File: config.mk
export PLATFORM = sky130hd
export DESIGN_NAME = dma_launch_ctrl
export DESIGN_NICKNAME = d
export VERILOG_FILES = /design/src/rtl/dmal_pkg.sv /design/src/rtl/dmal_cfg_regs.sv /design/src/rtl/dmal_launch_chk.sv /design/src/rtl/dmal_status.sv /design/src/rtl/dma_launch_ctrl.sv
export SDC_FILE = /design/constraint.sdc
export NUM_CORES = 1
export LEC_CHECK = 0
export ABC_AREA = 0
export BUFFER_PORTS_ARGS = -buffer_cell sky130_fd_sc_hd__buf_4
export CELL_PAD_IN_SITES_DETAIL_PLACEMENT = 1
export CELL_PAD_IN_SITES_GLOBAL_PLACEMENT = 1
export CORE_MARGIN = 1.5
export CORE_UTILIZATION = 35
export CTS_CLUSTER_SIZE = 25
export DETAILED_ROUTE_END_ITERATION = 10
export GPL_TIMING_DRIVEN = 0
export HOLD_SLACK_MARGIN = 0.03
export PLACE_DENSITY = 0.72
export SLEW_MARGIN = 10
export SYNTH_ARGS = -nofsm -noshare
export SYNTH_HDL_FRONTEND = slang
export SYNTH_HIERARCHICAL = 1
export SYNTH_SLANG_ARGS = --single-unit
File: constraint.sdc
create_clock -name clk -period 2.2 [get_ports clk]
set_input_delay 0.44 -clock clk [delete_from_list [all_inputs] [get_ports clk]]
set_output_delay 0.44 -clock clk [all_outputs]
set_load 0.03 [all_outputs]
File: src/rtl/dmal_pkg.sv
package dmal_pkg;
  localparam int REG_AW = 3;

  typedef enum logic [REG_AW-1:0] {
    RI_SRC_ADDR = 3'd0,
    RI_DST_ADDR = 3'd1,
    RI_SRC_LEN  = 3'd2,
    RI_DST_LEN  = 3'd3,
    RI_STATUS   = 3'd4,
    RI_MASK     = 3'd5
  } reg_idx_e;

  localparam int NUM_CFG    = 4;
  localparam int NUM_STICKY = 3;
  localparam int ST_DMA     = 0;
  localparam int ST_PORT    = 1;
  localparam int ST_ERR     = 2;
  localparam int ST_BUSY    = 3;
endpackage

File: src/rtl/dmal_cfg_regs.sv
module dmal_cfg_regs
  import dmal_pkg::*;
#(
  parameter int DATA_W = 32
) (
  input  logic                           clk,
  input  logic                           rst_n,
  input  logic                           wr_en,
  input  logic [REG_AW-1:0]              wr_addr,
  input  logic [DATA_W-1:0]              wr_data,
  output logic [NUM_CFG-1:0][DATA_W-1:0] cfg_q,
  output logic                           seq_ok
);
  // setup order tracker: 0 none, 1 src addr, 2 +dst addr, 3 +src len
  logic [1:0] step_q, step_d;

  for (genvar i = 0; i < NUM_CFG; i++) begin : g_cfg
    logic              we;
    logic [DATA_W-1:0] nxt;
    always_comb begin
      we  = wr_en && (wr_addr == REG_AW'(i));
      nxt = we ? wr_data : cfg_q[i];
    end
    always_ff @(posedge clk or negedge rst_n) begin
      if (!rst_n) cfg_q[i] <= '0;
      else        cfg_q[i] <= nxt;
    end
  end

  always_comb begin
    step_d = step_q;
    if (wr_en) begin
      unique case (wr_addr)
        RI_SRC_ADDR: step_d = 2'd1;
        RI_DST_ADDR: step_d = (step_q == 2'd1) ? 2'd2 : 2'd0;
        RI_SRC_LEN:  step_d = (step_q == 2'd2) ? 2'd3 : 2'd0;
        RI_DST_LEN:  step_d = 2'd0;
        default:     step_d = step_q;
      endcase
    end
  end

  always_ff @(posedge clk or negedge rst_n) begin
    if (!rst_n) step_q <= 2'd0;
    else        step_q <= step_d;
  end

  assign seq_ok = (step_q == 2'd3);
endmodule

File: src/rtl/dmal_launch_chk.sv
module dmal_launch_chk
  import dmal_pkg::*;
#(
  parameter int DATA_W     = 32,
  parameter int ALIGN_LOG2 = 6
) (
  input  logic                           trig,
  input  logic [NUM_CFG-1:0][DATA_W-1:0] cfg_q,
  input  logic [DATA_W-1:0]              dst_len_new,
  input  logic                           seq_ok,
  input  logic                           busy,
  output logic                           fire,
  output logic                           reject
);
  logic [NUM_CFG-1:0][DATA_W-1:0] cand;
  logic [NUM_CFG-1:0]             lane_ok;
  logic                           aligned;

  always_comb begin
    cand                     = cfg_q;
    cand[int'(RI_DST_LEN)]   = dst_len_new;
  end

  for (genvar i = 0; i < NUM_CFG; i++) begin : g_align
    assign lane_ok[i] = ~|cand[i][ALIGN_LOG2-1:0];
  end

  always_comb begin
    aligned = &lane_ok;
    fire    = trig && aligned && seq_ok && !busy;
    reject  = trig && !(aligned && seq_ok && !busy);
  end
endmodule

File: src/rtl/dmal_status.sv
module dmal_status
  import dmal_pkg::*;
(
  input  logic                  clk,
  input  logic                  rst_n,
  input  logic                  fire,
  input  logic                  reject,
  input  logic                  dma_done,
  input  logic                  port_done,
  input  logic                  clr_we,
  input  logic [NUM_STICKY-1:0] clr_bits,
  input  logic                  mask_we,
  input  logic [NUM_STICKY-1:0] mask_bits,
  output logic [NUM_STICKY-1:0] sticky_q,
  output logic [NUM_STICKY-1:0] mask_q,
  output logic                  busy,
  output logic                  start_q,
  output logic                  irq
);
  logic                  pend_dma_q, pend_dma_d;
  logic                  pend_port_q, pend_port_d;
  logic [NUM_STICKY-1:0] sticky_d, set_bits, clr_eff;
  logic [NUM_STICKY-1:0] mask_d;

  always_comb begin
    set_bits          = '0;
    set_bits[ST_DMA]  = dma_done && pend_dma_q;
    set_bits[ST_PORT] = port_done && pend_port_q;
    set_bits[ST_ERR]  = reject;
    clr_eff           = clr_we ? clr_bits : '0;
    sticky_d          = (sticky_q & ~clr_eff) | set_bits;

    pend_dma_d  = fire | (pend_dma_q & ~dma_done);
    pend_port_d = fire | (pend_port_q & ~port_done);
    mask_d      = mask_we ? mask_bits : mask_q;
  end

  always_ff @(posedge clk or negedge rst_n) begin
    if (!rst_n) begin
      sticky_q    <= '0;
      mask_q      <= '0;
      pend_dma_q  <= 1'b0;
      pend_port_q <= 1'b0;
      start_q     <= 1'b0;
    end else begin
      sticky_q    <= sticky_d;
      mask_q      <= mask_d;
      pend_dma_q  <= pend_dma_d;
      pend_port_q <= pend_port_d;
      start_q     <= fire;
    end
  end

  assign busy = pend_dma_q | pend_port_q;
  assign irq  = |(sticky_q & mask_q);
endmodule

File: src/rtl/dma_launch_ctrl.sv
module dma_launch_ctrl
  import dmal_pkg::*;
#(
  parameter int DATA_W     = 32,
  parameter int ALIGN_LOG2 = 6
) (
  input  logic                 clk,
  input  logic                 rst_n,
  input  logic                 wr_en_i,
  input  logic [REG_AW-1:0]    wr_addr_i,
  input  logic [DATA_W-1:0]    wr_data_i,
  input  logic [REG_AW-1:0]    rd_addr_i,
  output logic [DATA_W-1:0]    rd_data_o,
  output logic                 eng_start_o,
  output logic [DATA_W-1:0]    eng_src_o,
  output logic [DATA_W-1:0]    eng_dst_o,
  output logic [DATA_W-1:0]    eng_src_len_o,
  output logic [DATA_W-1:0]    eng_dst_len_o,
  input  logic                 dma_done_i,
  input  logic                 port_done_i,
  output logic                 irq_o
);
  logic [NUM_CFG-1:0][DATA_W-1:0] cfg_q;
  logic                           seq_ok, trig, fire, reject, busy;
  logic [NUM_STICKY-1:0]          sticky, mask;
  logic                           clr_we, mask_we;

  assign trig    = wr_en_i && (wr_addr_i == RI_DST_LEN);
  assign clr_we  = wr_en_i && (wr_addr_i == RI_STATUS);
  assign mask_we = wr_en_i && (wr_addr_i == RI_MASK);

  dmal_cfg_regs #(.DATA_W(DATA_W)) u_regs (
    .clk(clk), .rst_n(rst_n), .wr_en(wr_en_i), .wr_addr(wr_addr_i),
    .wr_data(wr_data_i), .cfg_q(cfg_q), .seq_ok(seq_ok)
  );

  dmal_launch_chk #(.DATA_W(DATA_W), .ALIGN_LOG2(ALIGN_LOG2)) u_chk_launch (
    .trig(trig), .cfg_q(cfg_q), .dst_len_new(wr_data_i), .seq_ok(seq_ok),
    .busy(busy), .fire(fire), .reject(reject)
  );

  dmal_status u_stat (
    .clk(clk), .rst_n(rst_n), .fire(fire), .reject(reject),
    .dma_done(dma_done_i), .port_done(port_done_i),
    .clr_we(clr_we), .clr_bits(wr_data_i[NUM_STICKY-1:0]),
    .mask_we(mask_we), .mask_bits(wr_data_i[NUM_STICKY-1:0]),
    .sticky_q(sticky), .mask_q(mask), .busy(busy),
    .start_q(eng_start_o), .irq(irq_o)
  );

  assign eng_src_o     = cfg_q[int'(RI_SRC_ADDR)];
  assign eng_dst_o     = cfg_q[int'(RI_DST_ADDR)];
  assign eng_src_len_o = cfg_q[int'(RI_SRC_LEN)];
  assign eng_dst_len_o = cfg_q[int'(RI_DST_LEN)];

  always_comb begin
    rd_data_o = '0;
    unique case (rd_addr_i)
      RI_SRC_ADDR: rd_data_o = cfg_q[int'(RI_SRC_ADDR)];
      RI_DST_ADDR: rd_data_o = cfg_q[int'(RI_DST_ADDR)];
      RI_SRC_LEN:  rd_data_o = cfg_q[int'(RI_SRC_LEN)];
      RI_DST_LEN:  rd_data_o = cfg_q[int'(RI_DST_LEN)];
      RI_STATUS: begin
        rd_data_o[NUM_STICKY-1:0] = sticky;
        rd_data_o[ST_BUSY]        = busy;
      end
      RI_MASK:     rd_data_o[NUM_STICKY-1:0] = mask;
      default:     rd_data_o = '0;
    endcase
  end
endmodule

### Word level (Yosys, flattened, before mapping)

Cells that the tools add are included.

* reduce and logical (&&, ||, !) cells: 30
* equal/unequal tests: 13
* mux-type cells: 7
* bitwise gates (word level): 11

Operator list (count)
* 28-bit case mux with 4 select lines: 1
* 6-bit OR reduction: 4
* 3-bit case mux with 6 select lines: 1
* 1-bit logical AND: 14
* 3-bit by 2-bit == test with 1-bit output (second input constant): 4
* 3-bit == test (second input constant): 4
* 2-bit case mux with 4 select lines: 1
* 3-bit bitwise AND: 2
* 3-bit by 1-bit == test with 1-bit output (second input constant): 2
* 1-bit zero test: 6
* 3-bit zero test: 2
* 1-bit case mux with 5 select lines: 1
* 2-bit == test (second input constant): 2
* 2-bit two-way mux: 2
* 4-bit AND reduction: 1
* 4-bit nonzero test: 1
* 3-bit two-way mux: 1
* 3-bit NOT: 1
* 1-bit bitwise OR: 3
* 3-bit bitwise OR: 1
* 3-bit OR reduction: 1
* 1-bit bitwise AND: 2
* 2-bit by 1-bit == test with 1-bit output (second input constant): 1
* 1-bit NOT: 2
* 2-bit AND reduction: 1

* flip-flop bits (word level): 139
* input port bits: 43
* output and inout port bits: 162
* logic and storage cells: 71

### Depth between registers and ports, before layout

Gate-level depths: netlist of the first run.

* depth in word-level cells: 8
* depth in mapped cells: 5
* mapped depth without buffers: 5

### By module

Netlist of the first run, hierarchy kept.

By module, submodules not included
* dmal_cfg_regs: instances 1, area an instance 4902.2 µm², cells each 285, sequential area each 3253.1 µm²
* dma_launch_ctrl: instances 1, area an instance 1102.3 µm², cells each 98, sequential area each 0.0 µm²
* dmal_status: instances 1, area an instance 337.8 µm², cells each 25, sequential area each 225.2 µm²
* dmal_launch_chk: instances 1, area an instance 95.1 µm², cells each 12, sequential area each 0.0 µm²

### Worst setup path before layout of the first run

Ideal clock, no wire load.

* path type: input-to-output
* start: input rd_addr_i[1]
* end: output rd_data_o[0]
* stages on the path: 5
* slack: 0.077 ns
* path buffers: 2
* arrival time: 1.683 ns
* data required time: 1.760 ns
* path through: buf_2 buf_2 nor3b_1 a21oi_1 o21ai_0

* longest elaborated chain between the ends: 2
* elaborated cells on any way between the ends: 7
* classes of those cells: eq/ne (5); mux (1); reduce/logical (1)

RTL lines
* from (decl): line dma_launch_ctrl.sv:12 `input logic [REG_AW-1:0] rd_addr_i,`
* 3-bit == test, or another cell as far along: line dma_launch_ctrl.sv:58 `unique case (rd_addr_i)`
* 3-bit case mux with 6 select lines *: line dma_launch_ctrl.sv:58
* to (decl): line dma_launch_ctrl.sv:13 `output logic [DATA_W-1:0] rd_data_o,`

Every way passes the cells marked *; elsewhere a longest branch is shown, timed or not.

### Worst setup path in the final report of the first run

* start: register u_regs/cfg_q[64] in the netlist's numbering
* end: output rd_data_o[0]

* longest elaborated chain between the ends: 1

RTL lines
* from (decl): line dmal_cfg_regs.sv:11 `output logic [NUM_CFG-1:0][DATA_W-1:0] cfg_q,`
* from (signal, indexed assignment): line dmal_cfg_regs.sv:26 `else cfg_q[i] <= nxt;`
* 3-bit case mux with 6 select lines: line dma_launch_ctrl.sv:58

No other way between the ends.

==> results_dict.tcl, run 1 <==
set metrics [dict create \
    synth_area_leaders "dfrtp_1 (54%), mux2_2 (23%), mux4_2 (9.8%)" \
    syn-cell-area_um2 6440 \
    nFillCells 1821 \
    seqCellArea_um2 3480 \
    dp.cells 852 \
    drive_gt1_share_pct 64.9 \
    stdcell_count 887 \
    num_io_pins 205 \
    cpPeakStageDelay_ns 0.46 \
    yosysUniqueCellTypes 37 \
    clkPwrFrac_pct 31.1 \
    rr_worst_depth 5 \
    drt_iter0_drc 171 \
    die_h_um 139 \
    synth_top_area_share_pct 54.0 \
    ant_nets 0 \
    grt_pass1_wl_um 30300 \
    synth_nets 463 \
    crit_fanout 4 \
    yosys_warnings 6 \
    fin_nets 688 \
    syn2layout_area_growth_pct 39.5 \
    end_kind "output pin" \
    overflow 0 \
    swShare_pct 34.8 \
    crit_chain "mux2_2 > a21oi_1 > o21ai_0 > buf_4" \
    globalplace.congestion 0.832 \
    rsz0062_at_grt "no" \
    yosysSeqAreaShare_pct 54.0 \
    numPortBuffers 202 \
    crit_path_start_kind "flip-flop" \
    syn-instance-count 420 \
    cp_num_buf_inv 1 \
    yosysTopAreaCell "dfrtp_1" \
    clk_latency_ns 0.41 \
    clk_path_buf_depth 2 \
    period_needed_ns 2.14 \
    tightestPinTransition_ns 0.632 \
    async_reset_ff_share_pct 100 \
    slowest_stage "dfrtp_1" \
    powerDensity_nw_per_um2 1150 \
    core_um2 18000 \
    synth_top_flop_cell "dfrtp_1" \
    p_int_uw 6720 \
    cts_buffers 17 \
    drt_wl_total_um 19200 \
    postLayoutCellArea_um2 8980 \
    setup_violations 0 \
    cts.htree.levels 4 \
    clkSinkCount 139 \
    drcViolationCount 0 \
    p_leak_uw 0.00410 \
    multi_input_area_um2 2780 \
    comb_power_share_pct 34.0 \
    clk_pin_slew_ns 0.06 \
    syn_area_per_cell_um2 15.3 \
    max_cap_viol_count 0 \
    first_global_vias 5042 \
    synth-edff-count 0 \
    rows 49 \
    seqPwrFrac_pct 35.0 \
    start_util_pct 35.7 \
    antenna_cells 0 \
    first_pass_iters 4 \
    relSlewSlack_pct 57.9 \
    finalClockSkew_ns 0.00792 \
    place.detailed.hpwl_um 13600 \
    cts_tree "yes" \
    wl_per_cell_um 21.7 \
    status "finished clean" \
    crit_required_ns 1.76 \
    path_class "reg2out" \
    crit_cells 4 \
    finalCritPeriodShare_pct 97.1 \
    max_freq_mhz 468 \
    hold_depth 2 \
    peakVddDrop_mv 0.560 \
    worstPathArrival_ns 1.70 \
    setup-tns-final_ns 0 \
    drv_slew 0 \
    ys_seq_elements 139 \
    die_area_um2 19200 \
    cpLargestDelayFamily "flip-flops" \
    p_switching_uw 3590 \
    grt_start_max_net_pins 94 \
    hold_violations 0 \
    grt_util_all_layers_pct 20.5 \
    dieWidth_um 139 \
    routed_via_density 5.19 \
    placed_area_um2 8270 \
    antenna_found_initial 0 \
    via_count 4600 \
    min_path_type "in2reg" \
    root_buffer "clkbuf_16" \
]
## through the flow
step	hold WS (ns)	power [µW]	worst slack (ns)	util [%]
2_1_floorplan	0.144	5650	0.0773	-
3_3_place_gp	0.485	7050	-0.0712	45.7
3_5_place_dp	0.406	7160	-0.0645	45.9
4_1_cts	0.260	10400	0.00924	49.7
5_1_grt	0.265	10700	0.00569	49.8
6_report	0.275	10300	0.0633	49.8
## synthesized netlist by cell type, types with 4 or more instances
library cell / n
dfrtp_1: 139
mux2_2: 129
nor2b_1: 31
mux4_2: 28
buf_2: 8
buf_4: 8
nand2_1: 8
mux2_1: 7
inv_1: 6
buf_6: 5
a22o_1: 4
## worst reg2reg max path, delay by kind of cell (launching register included)
family | cells | cell delay (ns)
simple gates | 3 | 0.80
compound gates | 2 | 0.37
flops | 1 | 0.39
## repair_timing
action | 4_1_cts | 5_1_grt
cloned | 0 | 0
setup endpoints to repair | 22 | 4
hold endpoints to repair | 46 | 0
buffers inserted | 0 | 2
resized for setup | 4 | 3
pin swaps | 0 | 0
hold buffers | 1 | 0
## metal layers
| layer | GRT usage [%] | routed length (µm) | vias to the layer above |
|---|---|---|---|
| met1 | 26.3 | 8160 | 2414 |
| met4 | 5.54 | 199 | 0 |
| met3 | 5.56 | 1190 | 16 |
| met2 | 34.3 | 9660 | 155 |
| met5 | 0 | 0 | - |
| li1 | - | - | 2015 |
## state kept, by name, summed over array words and instances (netlist names)
name and cells:
u_stat/sticky_q 3, u_regs/cfg_q 128, u_stat/pend_dma_q 1, u_regs/step_q 2, u_stat/pend_port_q 1, u_stat/mask_q 3
u_stat/start_q 1
## cell type report
type / count / area share (%)
Buffer: 24 / 2.01
Sequential cell: 139 / 38.7
Clock inverter: 13 / 2.37
Clock buffer: 19 / 5.04
Multi-Input combinational cell: 251 / 30.9
Tap cell: 229 / 3.19
Inverter: 6 / 0.251
Timing Repair Buffer: 206 / 17.5
## worst paths after layout
path | startpoint | slack [ns] | to
min in group asynchronous | rst_n | 0.54 | u_stat/pend_port_q$_DFF_PN0_
min | dma_done_i | 0.27 | u_stat/sticky_q[0]$_DFF_PN0_
max in group asynchronous | rst_n | 0.84 | u_regs/cfg_q[46]$_DFFE_PN0P_
min reg2reg | u_stat/pend_dma_q$_DFF_PN0_ | 0.50 | u_stat/pend_dma_q$_DFF_PN0_
max reg2reg | u_stat/pend_port_q$_DFF_PN0_ | 0.53 | u_stat/sticky_q[2]$_DFF_PN0_
max | u_regs/cfg_q[64]$_DFFE_PN0P_ | 0.06 | rd_data_o[0]
## power groups by stage
stage,logic [µW],registers [µW],clock network (µW)
after floorplan,1110,4540,0
after global placement,3450,3600,0
after detailed placement,3510,3650,0
after CTS,3530,3610,3280
after global routing,3670,3690,3370
final,3500,3610,3200
## cells by family (layout without fill, tap and decap cells)
kind of cell | after synthesis | after routing | synth area share, %
buf+inv | 30 | 268 | 2.95
flops | 139 | 139 | 54.0
simple gates | 62 | 62 | 6.47
compound gates | 22 | 22 | 2.49
mux | 167 | 167 | 34.1
## placed cells by master, fill, tap and decap left out, drive strengths merged, types with 4 or more instances in the layout
cell,n
a22o,4
bufinv,5
mux2,136
mux4,28
dfrtp,139
nor2b,31
clkbuf,24
nor4,5
inv,8
nand2,8
nor3b,4
buf,224
Note: power is estimated with default switching activity, not from simulation.
==> run 2: changes to the inputs <==
--- a/config.mk
+++ b/config.mk
@@ -10,12 +10,13 @@
 export CELL_PAD_IN_SITES_DETAIL_PLACEMENT = 1
 export CELL_PAD_IN_SITES_GLOBAL_PLACEMENT = 1
 export CORE_MARGIN = 1.5
-export CORE_UTILIZATION = 35
+export CORE_UTILIZATION = 44
 export CTS_CLUSTER_SIZE = 25
 export DETAILED_ROUTE_END_ITERATION = 10
 export GPL_TIMING_DRIVEN = 0
 export HOLD_SLACK_MARGIN = 0.03
-export PLACE_DENSITY = 0.72
+export PLACE_DENSITY = 0.87
+export SKIP_LAST_GASP = 1
 export SLEW_MARGIN = 10
 export SYNTH_ARGS = -nofsm -noshare
 export SYNTH_HDL_FRONTEND = slang
==> results_dict.tcl, run 2 (synthesis results as in run 1) <==
set metrics [dict create \
    postLayoutCellArea_um2 8790 \
    cts_tree "yes" \
    path_class "reg2out" \
    via_count 4624 \
    clk_pin_slew_ns 0.06 \
    clk_path_buf_depth 2 \
    antenna_cells 0 \
    drv_slew 0 \
    drt_iter0_drc 240 \
    power_uw 9820 \
    grt_pass1_wl_um 28700 \
    clk_latency_ns 0.43 \
    stdcell_count 839 \
    peakVddDrop_mv 0.666 \
    finalCritPeriodShare_pct 96.6 \
    cts_buffers 17 \
    postCtsSetupBuffers 0 \
    crit_required_ns 1.76 \
    grt_util_all_layers_pct 25.9 \
    drive_gt1_share_pct 65.0 \
    dp.cells 807 \
    max_cap_viol_count 0 \
    p_leak_uw 0.00404 \
    start_util_pct 44.6 \
    overflow 0 \
    cts.htree.levels 4 \
    placed_area_um2 8220 \
    place.detailed.hpwl_um 13100 \
    setup-tns-final_ns 0 \
    die_h_um 124 \
    status "finished clean" \
    end_kind "output pin" \
    crit_fanout 3 \
    clkSinkCount 139 \
    root_buffer "clkbuf_16" \
    drcViolationCount 0 \
    drt_wl_total_um 19200 \
    first_pass_iters 4 \
    max_freq_mhz 471 \
    rsz0062_at_grt "yes" \
    rows 44 \
    hold_violations 0 \
    crit_path_start_kind "flip-flop" \
    wl_per_cell_um 22.9 \
    antenna_found_initial 0 \
    routed_via_density 5.51 \
    layout_commonest_cell "buf_4" \
    reg_top3 "u_regs/cfg_q: 128 flops, u_stat/mask_q: 3 flops, u_stat/sticky_q: 3 flops" \
    hold_buffers 0 \
    setup_violations 0 \
    num_io_pins 205 \
    grt_start_max_net_pins 72 \
    largest_reg_flops 128 \
    worstPathArrival_ns 1.69 \
    tightestPinTransition_ns 0.684 \
    powerDensity_nw_per_um2 1120 \
    final_cell_mix "buf_4 (210), dfrtp_1 (138), mux2_2 (129)" \
    numPortBuffers 202 \
    top_register "u_regs/cfg_q" \
    finalClockSkew_ns 0.00532 \
    globalplace.congestion 0.838 \
    syn2layout_area_growth_pct 36.6 \
    ant_nets 0 \
    die_area_um2 15400 \
    period_needed_ns 2.13 \
    dieWidth_um 124 \
    core_um2 14400 \
    min_path_type "in2async" \
    fin_nets 685 \
    relSlewSlack_pct 54.4 \
    first_global_vias 4957 \
]
run 2: cell count changes in the layout (fill, tap and decap cells not counted), sizes merged:
cell	before	now
clkinv	3	6
buf	224	223
dlygate4sd3	1	0
inv	8	7
clkbuf	24	26
bufinv	5	0
run 2: repair_timing:
action / CTS / global route
resized for setup: 3 / 5
endpoints found under the setup margin: 3 / 8
pin swaps: 0 / 0
run 2: cell type report:
cell class                 instances  area [µm²]
clock inverter                    10        65.1
fill                            1413        5630
inverter                           6        22.5
tap                              184         230
multi-input combinational        251        2780
timing repair buffer             203        1550
clock buffer                      22         494
sequential                       139        3480
buffer                            24         178
run 2: stage by stage:
step	worst slack [ns]	utilization, %	hold slack [ns]
2_1_floorplan	0.0773	-	0.144
3_3_place_gp	-0.00730	56.7	0.481
3_5_place_dp	-0.00601	57.0	0.493
4_1_cts	0.0115	60.9	0.0395
5_1_grt	-0.0137	61.0	0.0592
6_report	0.0750	61.0	0.0106
run 2: layer usage:
| metal | share of wire (%) | routed length (µm) | vias to the layer above | GRT usage, % |
|---|---|---|---|---|
| met4 | 2.4 | 461 | 0 | 9.94 |
| met2 | 51 | 9850 | 183 | 43.8 |
| met3 | 7.1 | 1360 | 35 | 7.14 |
| met1 | 39 | 7520 | 2406 | 31.6 |
| met5 | 0 | 0 | - | 0 |
| li1 | - | - | 2000 | - |
run 2: path summary, 6_finish.rpt:
path	end	slack [ns]	from	cells after the start
max	rd_data_o[22]	0.07	u_regs/cfg_q[118]$_DFFE_PN0P_	3
min	u_regs/cfg_q[1]$_DFFE_PN0P_	0.01	rst_n	1
max reg2reg	u_stat/pend_dma_q$_DFF_PN0_	0.45	u_stat/pend_port_q$_DFF_PN0_	5
min reg2reg	u_stat/pend_port_q$_DFF_PN0_	0.51	u_stat/pend_port_q$_DFF_PN0_	1
max in group asynchronous	u_regs/cfg_q[106]$_DFFE_PN0P_	1.39	rst_n	2
min in group clk	u_regs/cfg_q[70]$_DFFE_PN0P_	0.26	wr_data_i[6]	2
run 2: report_power, final:
part	internal, µW	switching (µW)
combinational	1530	1990
clock	1580	1090
sequential	3100	516
run 2: critical path, stage by stage (launching register included):
cell and delay [ns]:
dfrtp_1 0.42, mux4_2 0.50, nor2b_1 0.16, buf_4 0.18
==> run 3: changes to the inputs <==
--- a/config.mk
+++ b/config.mk
@@ -10,14 +10,14 @@
 export CELL_PAD_IN_SITES_DETAIL_PLACEMENT = 1
 export CELL_PAD_IN_SITES_GLOBAL_PLACEMENT = 1
 export CORE_MARGIN = 1.5
-export CORE_UTILIZATION = 44
+export CORE_UTILIZATION = 46
+export CTS_BUF_LIST = sky130_fd_sc_hd__clkbuf_8
 export CTS_CLUSTER_SIZE = 25
 export DETAILED_ROUTE_END_ITERATION = 10
 export GPL_TIMING_DRIVEN = 0
 export HOLD_SLACK_MARGIN = 0.03
-export PLACE_DENSITY = 0.87
+export PLACE_DENSITY = 0.9
 export SKIP_LAST_GASP = 1
-export SLEW_MARGIN = 10
 export SYNTH_ARGS = -nofsm -noshare
 export SYNTH_HDL_FRONTEND = slang
 export SYNTH_HIERARCHICAL = 1
==> results_dict.tcl, run 3 (synthesis results as in run 1) <==
set metrics [dict create \
    status "finished clean" \
    first_pass_iters 5 \
    r2r_slack_ns 0.38 \
    rows 43 \
    crit_chain "mux4_2 > nor2b_1 > buf_4" \
    overflow 0 \
    crit_required_ns 1.76 \
    drcViolationCount 0 \
    finalCritPeriodShare_pct 97.0 \
    antenna_cells 0 \
    antenna_found_initial 0 \
    hold_violations 0 \
    fin_nets 690 \
    drive_gt1_share_pct 64.2 \
    cts_tree "yes" \
    first_global_vias 5042 \
    cp_num_buf_inv 1 \
    grt_util_all_layers_pct 26.8 \
    num_io_pins 205 \
    final_cell_mix "buf_4 (213), dfrtp_1 (139), mux2_2 (129)" \
    min_path_type "in2reg" \
    setup_violations 0 \
    reg_top3 "u_regs/cfg_q: 128 flops, u_stat/mask_q: 3 flops, u_stat/sticky_q: 3 flops" \
    placed_area_um2 8210 \
    largest_reg_flops 128 \
    ant_nets 0 \
    die_area_um2 14700 \
    dieWidth_um 121 \
    syn2layout_area_growth_pct 33.9 \
    postLayoutCellArea_um2 8620 \
    p_leak_uw 0.00399 \
    grt_pass1_wl_um 29000 \
    hp-start "port_done_i" \
    place.detailed.hpwl_um 13600 \
    root_buffer "clkbuf_8" \
    crit_path_start_kind "flip-flop" \
    rr_worst_depth 5 \
    clk_pin_slew_ns 0.07 \
    rsz0062_at_grt "no" \
    clk_latency_ns 0.45 \
    crit_fanout 3 \
    start_util_pct 46.7 \
    finalClockSkew_ns 0.00680 \
    powerDensity_nw_per_um2 1050 \
    clkSinkCount 139 \
    drv_slew 0 \
    die_h_um 121 \
    drt_iter0_drc 217 \
    peakVddDrop_mv 0.608 \
    timing.rr.end "u_stat/sticky_q[2]$_DFF_PN0_" \
    cpLargestDelayFamily "multiplexers" \
    core_um2 13800 \
    relSlewSlack_pct 58.3 \
    setup-tns-final_ns 0 \
    grt_start_max_net_pins 76 \
    routed_via_density 5.56 \
    cts_buffers 17 \
    cpPeakStageDelay_ns 0.49 \
    slowest_stage "mux4_2" \
    hold_depth 2 \
    worstPathArrival_ns 1.69 \
    end_kind "output pin" \
    period_needed_ns 2.13 \
    tightestPinTransition_ns 0.626 \
    r2r_start "u_stat/pend_port_q$_DFF_PN0_" \
    globalplace.congestion 0.861 \
    path_class "reg2out" \
    top_register "u_regs/cfg_q" \
    hold_path_end "u_stat/sticky_q[1]$_DFF_PN0_" \
    layout_commonest_cell "buf_4" \
    cts.htree.levels 4 \
    via_count 4653 \
    max_cap_viol_count 0 \
    max_freq_mhz 469 \
    drt_wl_total_um 19000 \
    numPortBuffers 202 \
    wl_per_cell_um 22.7 \
    clk_path_buf_depth 2 \
]
## run 3: changes by cell type in the layout (fill, tap and decap cells not counted), sizes merged
cell	delta
inv	+3
clkinv	-5
clkbuf	+4
dlygate4sd3	+1
buf	+2
clkinvlp	-3
## run 3: routing by layer
metal	share of wire, %	wire (µm)	vias to the layer above	track usage [%]
li1	-	-	2009	-
met1	40	7590	2444	32.1
met2	53	10000	181	46.5
met3	6.4	1220	19	7.89
met4	1.1	211	0	8.16
met5	0	0	-	0
## run 3: through the flow
step | setup slack (ns) | cells | hold WS [ns] | util (%) | total power (µW)
floorplan | 0.0773 | 420 | 0.144 | - | 5650
global placement | 0.0405 | 802 | 0.478 | 59.4 | 7010
CTS | 0.00602 | 833 | 0.200 | 62.2 | 9070
finish | 0.0661 | 837 | 0.226 | 62.6 | 9030
detailed placement | 0.0175 | 803 | 0.470 | 59.6 | 7180
global route | 0.00392 | 837 | 0.210 | 62.6 | 9410
## run 3: report_power, final
group          leakage (µW)  total [µW]  switching [µW]  internal [µW]
logic               0.00211        3550            1990           1550
registers           0.00168        3620             520           3100
clock network      0.000198        1870             914            955
total               0.00399        9030            3430           5610
## run 3: final cells by class
class,instances,area (µm²)
buffer,24,178
clock buffer,24,330
clock inverter,5,20.0
fill,1370,5160
inverter,6,22.5
multi-input combinational,251,2780
sequential,139,3480
tap,180,225
timing repair buffer,208,1590
## run 3: worst max path at each step
stage	start	to	cells past startpoint
final	u_regs/cfg_q[115]$_DFFE_PN0P_	rd_data_o[19]	3
after global routing	u_regs/cfg_q[115]$_DFFE_PN0P_	rd_data_o[19]	3
after CTS	rd_addr_i[1]	rd_data_o[20]	5
after detailed placement	rd_addr_i[1]	rd_data_o[20]	5
after global placement	rd_addr_i[2]	rd_data_o[3]	6
after floorplan	rd_addr_i[1]	rd_data_o[0]	5
## run 3: repair_timing
| item | 4_1_cts | 5_1_grt |
|---|---|---|
| hold buffers | 1 | 0 |
| setup buffers | 0 | 4 |
| setup endpoints to repair | 0 | 16 |
| gates resized for setup | 0 | 9 |
| endpoints found under the hold margin | 64 | 0 |
